### src/rtl/lbr_pkg.sv
package lbr_pkg;
  localparam int CCR_W  = 4;
  localparam int FLAG_N = 3;
  localparam int FLAG_Z = 2;
  localparam int FLAG_V = 1;
  localparam int FLAG_C = 0;

  typedef enum logic [0:0] {SEQ_IDLE = 1'b0, SEQ_RUN = 1'b1} seq_state_e;

  // Predicate of an even condition nibble (true sense); the odd one inverts it.
  function automatic logic base_pred(input logic [2:0] pair, input logic [CCR_W-1:0] ccr);
    logic n, z, v, c;
    n = ccr[FLAG_N];
    z = ccr[FLAG_Z];
    v = ccr[FLAG_V];
    c = ccr[FLAG_C];
    case (pair)
      3'd0:    base_pred = 1'b1;
      3'd1:    base_pred = ~(c | z);
      3'd2:    base_pred = ~c;
      3'd3:    base_pred = ~z;
      3'd4:    base_pred = ~v;
      3'd5:    base_pred = ~n;
      3'd6:    base_pred = ~(n ^ v);
      default: base_pred = ~(z | (n ^ v));
    endcase
  endfunction
endpackage

### src/rtl/lbr_decode.sv
module lbr_decode #(
  parameter int              BYTE_W      = 8,
  parameter logic [7:0]      PREFIX_CODE = 8'h18,
  parameter logic [3:0]      GROUP_CODE  = 4'h2
) (
  input  logic [BYTE_W-1:0] prefix,
  input  logic [BYTE_W-1:0] opcode,
  output logic              legal_now,
  output logic [3:0]        cond_sel
);
  localparam int HI_LSB = BYTE_W - 4;

  logic prefix_hit;
  logic group_hit;

  assign prefix_hit = (prefix == BYTE_W'(PREFIX_CODE));
  assign group_hit  = (opcode[BYTE_W-1:HI_LSB] == GROUP_CODE);
  assign legal_now  = prefix_hit & group_hit;
  assign cond_sel   = opcode[3:0];
endmodule

### src/rtl/lbr_cond.sv
module lbr_cond
  import lbr_pkg::*;
(
  input  logic [CCR_W-1:0] ccr,
  input  logic [3:0]       cond_sel,
  input  logic             legal_now,
  output logic             taken_now
);
  logic [15:0] pred_vec;

  for (genvar i = 0; i < 16; i++) begin : g_pred
    localparam logic [3:0] IDX = 4'(i);
    assign pred_vec[i] = base_pred(IDX[3:1], ccr) ^ IDX[0];
  end

  assign taken_now = legal_now & pred_vec[cond_sel];
endmodule

### src/rtl/lbr_target.sv
module lbr_target #(
  parameter int PC_W     = 16,
  parameter int DISP_W   = 16,
  parameter int INSN_LEN = 4
) (
  input  logic [PC_W-1:0]   pc,
  input  logic [DISP_W-1:0] disp,
  input  logic              legal_now,
  input  logic              taken_now,
  output logic [PC_W-1:0]   target_now
);
  function automatic logic [PC_W-1:0] fall_through(input logic [PC_W-1:0] a);
    fall_through = a + PC_W'(INSN_LEN);
  endfunction

  function automatic logic [PC_W-1:0] rel_target(input logic [PC_W-1:0] a,
                                                 input logic [DISP_W-1:0] d);
    logic signed [DISP_W-1:0] sd;
    logic [PC_W-1:0]          ext;
    sd  = d;
    ext = PC_W'(sd);
    rel_target = fall_through(a) + ext;
  endfunction

  always_comb begin
    if (!legal_now)     target_now = pc;
    else if (taken_now) target_now = rel_target(pc, disp);
    else                target_now = fall_through(pc);
  end
endmodule

### src/rtl/lbr_seq.sv
module lbr_seq
  import lbr_pkg::*;
#(
  parameter int CNT_W          = 3,
  parameter int TAKEN_CYC      = 4,
  parameter int NOTTAKEN_CYC   = 3,
  parameter int ILLEGAL_CYC    = 1,
  parameter int TAKEN_FIRST    = 2,
  parameter int TAKEN_LAST     = 4,
  parameter int NOTTAKEN_FIRST = 2,
  parameter int NOTTAKEN_LAST  = 2
) (
  input  logic             clk,
  input  logic             rst,
  input  logic             start,
  input  logic             legal_now,
  input  logic             taken_now,
  output logic             start_accept,
  output logic             busy,
  output logic             done,
  output logic             acc_fetch,
  output logic [CNT_W-1:0] cycles
);
  seq_state_e       state_q;
  logic [CNT_W-1:0] cnt_q;
  logic [CNT_W-1:0] total_q;
  logic [CNT_W-1:0] first_q;
  logic [CNT_W-1:0] last_q;
  logic [CNT_W-1:0] total_sel, first_sel, last_sel;

  always_comb begin
    if (!legal_now) begin
      total_sel = CNT_W'(ILLEGAL_CYC);
      first_sel = CNT_W'(1);
      last_sel  = CNT_W'(0);
    end else if (taken_now) begin
      total_sel = CNT_W'(TAKEN_CYC);
      first_sel = CNT_W'(TAKEN_FIRST);
      last_sel  = CNT_W'(TAKEN_LAST);
    end else begin
      total_sel = CNT_W'(NOTTAKEN_CYC);
      first_sel = CNT_W'(NOTTAKEN_FIRST);
      last_sel  = CNT_W'(NOTTAKEN_LAST);
    end
  end

  assign busy         = (state_q == SEQ_RUN);
  assign start_accept = start & (state_q == SEQ_IDLE);
  assign done         = busy & (cnt_q == total_q);
  assign acc_fetch    = busy & (cnt_q >= first_q) & (cnt_q <= last_q);
  assign cycles       = total_q;

  always_ff @(posedge clk) begin
    if (rst) begin
      state_q <= SEQ_IDLE;
      cnt_q   <= '0;
      total_q <= '0;
      first_q <= '0;
      last_q  <= '0;
    end else if (start_accept) begin
      state_q <= SEQ_RUN;
      cnt_q   <= CNT_W'(1);
      total_q <= total_sel;
      first_q <= first_sel;
      last_q  <= last_sel;
    end else if (busy) begin
      if (cnt_q == total_q) state_q <= SEQ_IDLE;
      else                  cnt_q   <= cnt_q + CNT_W'(1);
    end
  end
endmodule

### src/rtl/lbr_unit.sv
module lbr_unit
  import lbr_pkg::*;
#(
  parameter int         PC_W        = 16,
  parameter int         DISP_W      = 16,
  parameter int         BYTE_W      = 8,
  parameter logic [7:0] PREFIX_CODE = 8'h18,
  parameter logic [3:0] GROUP_CODE  = 4'h2,
  parameter int         INSN_LEN    = 4,
  parameter int         CNT_W       = 3
) (
  input  logic              clk,
  input  logic              rst,
  input  logic              start,
  input  logic [BYTE_W-1:0] prefix,
  input  logic [BYTE_W-1:0] opcode,
  input  logic [DISP_W-1:0] disp,
  input  logic [PC_W-1:0]   pc_in,
  input  logic [3:0]        ccr_in,
  output logic              taken,
  output logic              legal,
  output logic [PC_W-1:0]   next_pc,
  output logic [CNT_W-1:0]  cycles,
  output logic              busy,
  output logic              done,
  output logic              acc_fetch,
  output logic [3:0]        ccr_out
);
  logic            legal_now;
  logic [3:0]      cond_sel;
  logic            taken_now;
  logic [PC_W-1:0] target_now;
  logic            start_accept;

  lbr_decode #(
    .BYTE_W(BYTE_W), .PREFIX_CODE(PREFIX_CODE), .GROUP_CODE(GROUP_CODE)
  ) u_decode (
    .prefix(prefix), .opcode(opcode), .legal_now(legal_now), .cond_sel(cond_sel)
  );

  lbr_cond u_cond (
    .ccr(ccr_in), .cond_sel(cond_sel), .legal_now(legal_now), .taken_now(taken_now)
  );

  lbr_target #(
    .PC_W(PC_W), .DISP_W(DISP_W), .INSN_LEN(INSN_LEN)
  ) u_target (
    .pc(pc_in), .disp(disp), .legal_now(legal_now), .taken_now(taken_now),
    .target_now(target_now)
  );

  lbr_seq #(.CNT_W(CNT_W)) u_seq (
    .clk(clk), .rst(rst), .start(start), .legal_now(legal_now), .taken_now(taken_now),
    .start_accept(start_accept), .busy(busy), .done(done), .acc_fetch(acc_fetch),
    .cycles(cycles)
  );

  always_ff @(posedge clk) begin
    if (rst) begin
      taken   <= 1'b0;
      legal   <= 1'b0;
      next_pc <= '0;
      ccr_out <= '0;
    end else if (start_accept) begin
      taken   <= taken_now;
      legal   <= legal_now;
      next_pc <= target_now;
      ccr_out <= ccr_in;
    end
  end
endmodule

### config.mk
export PLATFORM = sky130hd
export DESIGN_NAME = lbr_unit
export DESIGN_NICKNAME = d
export VERILOG_FILES = /design/src/rtl/lbr_pkg.sv /design/src/rtl/lbr_decode.sv /design/src/rtl/lbr_cond.sv /design/src/rtl/lbr_target.sv /design/src/rtl/lbr_seq.sv /design/src/rtl/lbr_unit.sv
export SDC_FILE = /design/constraint.sdc
export NUM_CORES = 1
export LEC_CHECK = 0
export BUFFER_PORTS_ARGS = -buffer_cell sky130_fd_sc_hd__buf_2
export CORE_ASPECT_RATIO = 0.7
export CORE_MARGIN = 4
export CORE_UTILIZATION = 30
export DETAILED_ROUTE_END_ITERATION = 10
export PLACE_DENSITY_LB_ADDON = 0.25
export SYNTH_ARGS = -nofsm -noshare
export SYNTH_HDL_FRONTEND = slang
export SYNTH_HIERARCHICAL = 1
export SYNTH_SLANG_ARGS = --single-unit
### constraint.sdc
create_clock -name clk -period 4.1 [get_ports clk]
set_input_delay 0.82 -clock clk [delete_from_list [all_inputs] [get_ports clk]]
set_output_delay 0.82 -clock clk [all_outputs]
set_load 0.05 [all_outputs]
# Word level (Yosys, flattened, before mapping)
# Index checks and enable logic that the tools add are counted.
# op_classes
n_eq_ne,4
reduce_logical,4
n_lt_le_gt_ge,3
bitwise_logic,18
mux,15
add_sub_neg,3
# op_table
cell,count
2-to-1 mux 16 bit,2
adder 16 bit,1
"adder 16 x 3 -> 16 bit, second input constant",1
2-to-1 mux 3 bit,4
NOT 1 bit,9
"equality test 8 x 5 -> 1 bit, second input constant",1
2-to-1 mux 1 bit,7
bitwise AND 1 bit,6
"< comparator 4 x 5 -> 1 bit, second input constant",1
binary-select mux 1 bit (select 4 bit),1
"equality test 4 x 2 -> 1 bit, second input constant",1
AND reduction 2 bit,2
"adder 3 x 1 -> 3 bit, second input constant",1
equality test 3 bit,1
>= comparator 3 bit,1
less-or-equal comparator 3 bit,1
2-to-1 mux 2 bit,1
"!= test 2 bit, second input constant",1
bitwise OR 1 bit,2
nonzero test 2 bit,1
OR reduction 2 bit,1
XOR 1 bit,1
# totals
register_bits,35
word_cells,57
output_inout_bits,28

# Depth between registers and ports, before layout
# depth
depth_word,8
depth_mapped,17

# Cells and area by module
# Netlist, hierarchy kept.
# modules_own_cells
module,area_per_inst_um2,cells_each,n_inst
lbr_target,1386.3,198,1
lbr_unit,802.0,71,1
lbr_seq,490.5,56,1
lbr_cond,122.6,17,1
lbr_decode,67.6,8,1

# Worst setup path before layout
# OpenSTA, ideal clock, no wires.
# synth_timing
path_kind,input port to flip-flop
start,input pc_in[5]
end,register next_pc[15]
stages,17
n_path_buf,1
required_time_ns,3.972
arrival_ns,3.383
setup_slack_ns,0.590
setup_time_ns,0.128
cell_sequence,and3_1 -> and3_4 -> and3_4 -> buf_6 -> and2_4 -> and3_4 -> xor2_1 -> ha_1 -> nand4_1 -> nor3_1 -> and4_1 -> a211oi_1 -> a21oi_1 -> nand3b_1 -> xnor2_1 -> mux2i_1 -> nor2_1
# synth_via
elab_chain_cells,4
# synth_rtl
element,line_no,rtl
start: declaration,lbr_unit.sv:18,"input logic [PC_W-1:0] pc_in,"
adder 16 x 3 -> 16 bit *,lbr_target.sv:13,fall_through = a + PC_W'(INSN_LEN);
adder 16 bit,lbr_target.sv:22,rel_target = fall_through(a) + ext;
2-to-1 mux 16 bit *,lbr_target.sv:27,"else if (taken_now) target_now = rel_target(pc, disp);"
2-to-1 mux 16 bit *,lbr_target.sv:26,if (!legal_now) target_now = pc;
named net target_now[15],lbr_unit.sv:32,logic [PC_W-1:0] target_now;
end signal: assignment,lbr_unit.sv:67,next_pc <= target_now;
end: declaration,lbr_unit.sv:22,"output logic [PC_W-1:0] next_pc,"
# The timed path passes the listed nets; every way through them passes the cells marked *.
# A chain may end at the register's enable or synchronous reset.

# Worst setup path in the final report
# layout_timing
start,input pc_in[4]
end,register next_pc[15]
# The elaborated chain is that of the path after synthesis.

==> impl_metrics.ini <==
[sta]
finalCritPeriodShare = 0.885
drv_slew = 0
setup_violations = 0
fin_worst_skew_ns = 0.00394
whs_ns = 0.470
rsz0062_at_grt = no
max_freq_ghz = 0.276
setup_slack_ns = 0.471
min_period_ns = 3.63
slew_headroom = 0.592
tightest_slew_ns = 0.612
finalHoldViolations = 0
setup_tns_ns = 0

[clock_tree]
clock-sinks = 31
htreeDepth = 2
cts_max_path_buffers = 2
clk_pin_slew_ns = 0.05
cts_tree = built
ctsHoldBuffers = 0
root_buffer = clkbuf_16
insertion_delay_ns = 0.28
cts_resized = 0
cts_buffers = 5
post_cts_buffers = 0

[global_routing]
grt_pass1_vias = 2664
grt_use_total = 0.148
grt_antenna_before_repair = 0
gr-total-overflow = 0
grt_max_degree = 35
grt_pass1_wl_um = 13800

[layout]
syn_to_final_growth_pct = 20.1
post-route-util = 0.375
antenna_cells = 0
fin_cells = 548
layout.nets = 505
multi_input_area_mm2 = 0.00204
fillers = 970
seqCellArea_um2 = 621
drive_gt1_frac = 0.252
fin_area_mm2 = 0.00344

[setup_path]
path_buf_inv = 1
r2r_start = u_seq/busy
cpMaxStageDelayCell = ha_1
crit_arrival_ns = 3.77
critPathMaxStageDelay_ns = 0.31
crit_path_cell_trace = buf_2 > and3_1 > and3_4 > and3_4 > and2_4 > and3_4 > xor2_1 > ha_1 > nand4_1 > nor3_1 > and4_1 > a211oi_1 > a21oi_1 > nand3b_1 > xnor2_1 > mux2i_1 > nor2_1
critPathLaunchType = primary input
crit_path_max_fanout = 6
cp_data_required_time_ns = 4.24
worstSetupPathType = primary input to flip-flop
cp_top_family = simple AND/OR/NAND/NOR gates
cp-startpoint = pc_in[4]
end_kind = flip-flop
cp_common_cell = and3_4

[logic_synthesis]
synth_seq_cells = 31
seq_area_frac_synth = 0.216
syn_area_mm2 = 0.00287
synthCells = 350
async_flop_share = 0
synth_cell_types = 60
synthFlopType = dfxtp_1
synth-edff-count = 0
avgSynthCellArea_um2 = 8.20
ys.warnings.count = 6
syn-num-nets = 431

[detailed_routing]
drc = 0
drtIter0Drc = 112
avgRoutedWirePerCell_um = 15.3
firstDrtPassIters = 4
via_per_inst = 5.13
dr_total_vias = 2809
antenna_left = 0
wirelength_um = 8370

[flow_run]
maxCapViolCount = 0

[hold_path]
hp-start = u_seq/first_q[1]
hp-class = flip-flop to flip-flop

[power]
p_leak_nw = 1.61
power_density_mw_per_mm2 = 301
p_total_mw = 1.04
irDropWorstVdd_uv = 168

[floorplanning]
die_area_mm2 = 0.0112
die_x_um = 125
std_cell_rows = 29
die_h_um = 89.8
io_pins = 83
floorplan.initialDensity = 0.313
core_mm2 = 0.00918

[run_status]
status = complete, no violations

[place]
dp_cells = 541
dp_slack_ns = 0.163
port_buffers = 82
dp_hpwl_um = 6460
post_dp_cell_area_mm2 = 0.00330
place.gp.congestion = 0.836
## worst register-to-register path: cells and delay by family, from the launching register on
kind          cells  cell delay (ns)
simple gates      2             0.73
mux               1             0.13
flops             1             0.41
buf+inv           1             0.28
## flip-flops by register name, summed over array words and instances (netlist names)
register       cells
u_seq/first_q      2
u_seq/busy         1
u_seq/cycles       2
next_pc           16
legal              1
taken              1
u_seq/last_q       1
u_seq/cnt_q        3
ccr_out            4
## power by group
part | switching (mW) | leakage (nW) | total, mW | internal (mW)
Sequential | 0.0113 | 0.254 | 0.330 | 0.319
Clock | 0.142 | 0.0727 | 0.379 | 0.237
Combinational | 0.203 | 1.28 | 0.328 | 0.125
Total | 0.357 | 1.61 | 1.04 | 0.681
## routing by layer
layer | vias to the layer above | GRT usage | part of all wire
met5 | - | 0 | 0
met4 | 0 | 0.0217 | 0.0037
met3 | 5 | 0.0409 | 0.064
met2 | 82 | 0.232 | 0.43
met1 | 1293 | 0.209 | 0.51
li1 | 1429 | - | -
## layout make-up
cell class / count / share of cell area
Timing Repair Buffer: 84 / 0.124
Inverter: 16 / 0.0182
Tap cell: 124 / 0.0450
Clock buffer: 6 / 0.0403
Multi-Input combinational cell: 286 / 0.591
Sequential cell: 31 / 0.180
Clock inverter: 1 / 0.00145
## worst paths after layout
path | end | slack, ns | cells after the start
max | next_pc[15] | 0.47 | 17
min | u_seq/first_q[1] | 0.47 | 2
max reg2reg | u_seq/cnt_q[2] | 2.47 | 4
min reg2reg | u_seq/first_q[1] | 0.47 | 2
## kinds of logic after synthesis
logic type / after synthesis / synth area share
flip-flops: 31 / 0.216
multiplexers: 29 / 0.103
XOR/XNOR: 22 / 0.0672
AO/OA/AOI/OAI: 94 / 0.213
AND/OR/NAND/NOR: 115 / 0.211
buffers and inverters: 33 / 0.0737
adder cells (fa/ha/maj): 26 / 0.116
## Yosys cell counts (2+ instances only)
master     count  area share
ha_1          25        0.11
and3_4         3       0.012
mux2i_1       27       0.094
nor4_1         3      0.0065
buf_6          5       0.020
inv_1         15       0.020
xor2_1        10       0.031
a31oi_1        6       0.013
and2_1         3      0.0065
o21ai_0       23       0.040
nand3_1       13       0.023
a211oi_1       6       0.016
xnor2_1       12       0.037
a21oi_1       22       0.038
and3_1         6       0.013
buf_12         2       0.014
buf_4          4       0.010
a31o_2         3      0.0092
a22o_1         3      0.0092
and4_1         2      0.0061
nor2b_1        4      0.0087
a22oi_1        2      0.0052
and3_2         2      0.0052
clkbuf_1       6      0.0078
o21a_1         7       0.018
a2bb2oi_1      2      0.0061
o21ai_1        2      0.0035
nor3_1         4      0.0070
a21o_1         5       0.013
nand3b_1       3      0.0078
nand2_1       16       0.021
nand4_1        5       0.011
dfxtp_1       31        0.22
or3_1          2      0.0044
nor2_1        40       0.052
nand2b_1       2      0.0044
## cell usage in the layout (no fill, tap or decap), types with 4 or more instances in the layout
master	n
and3_1	6
dfxtp_1	31
clkbuf_16	5
a211oi_1	6
nand4_1	5
o21a_1	7
mux2i_1	27
buf_2	82
a21o_1	5
nand3_1	13
inv_1	15
nand2_1	16
nor3_1	4
o21ai_0	23
xnor2_1	12
ha_1	25
a21oi_1	22
nor2_1	40
xor2_1	10
nor2b_1	4
a31oi_1	6
No activity file was read; power rests on OpenSTA's default activity.
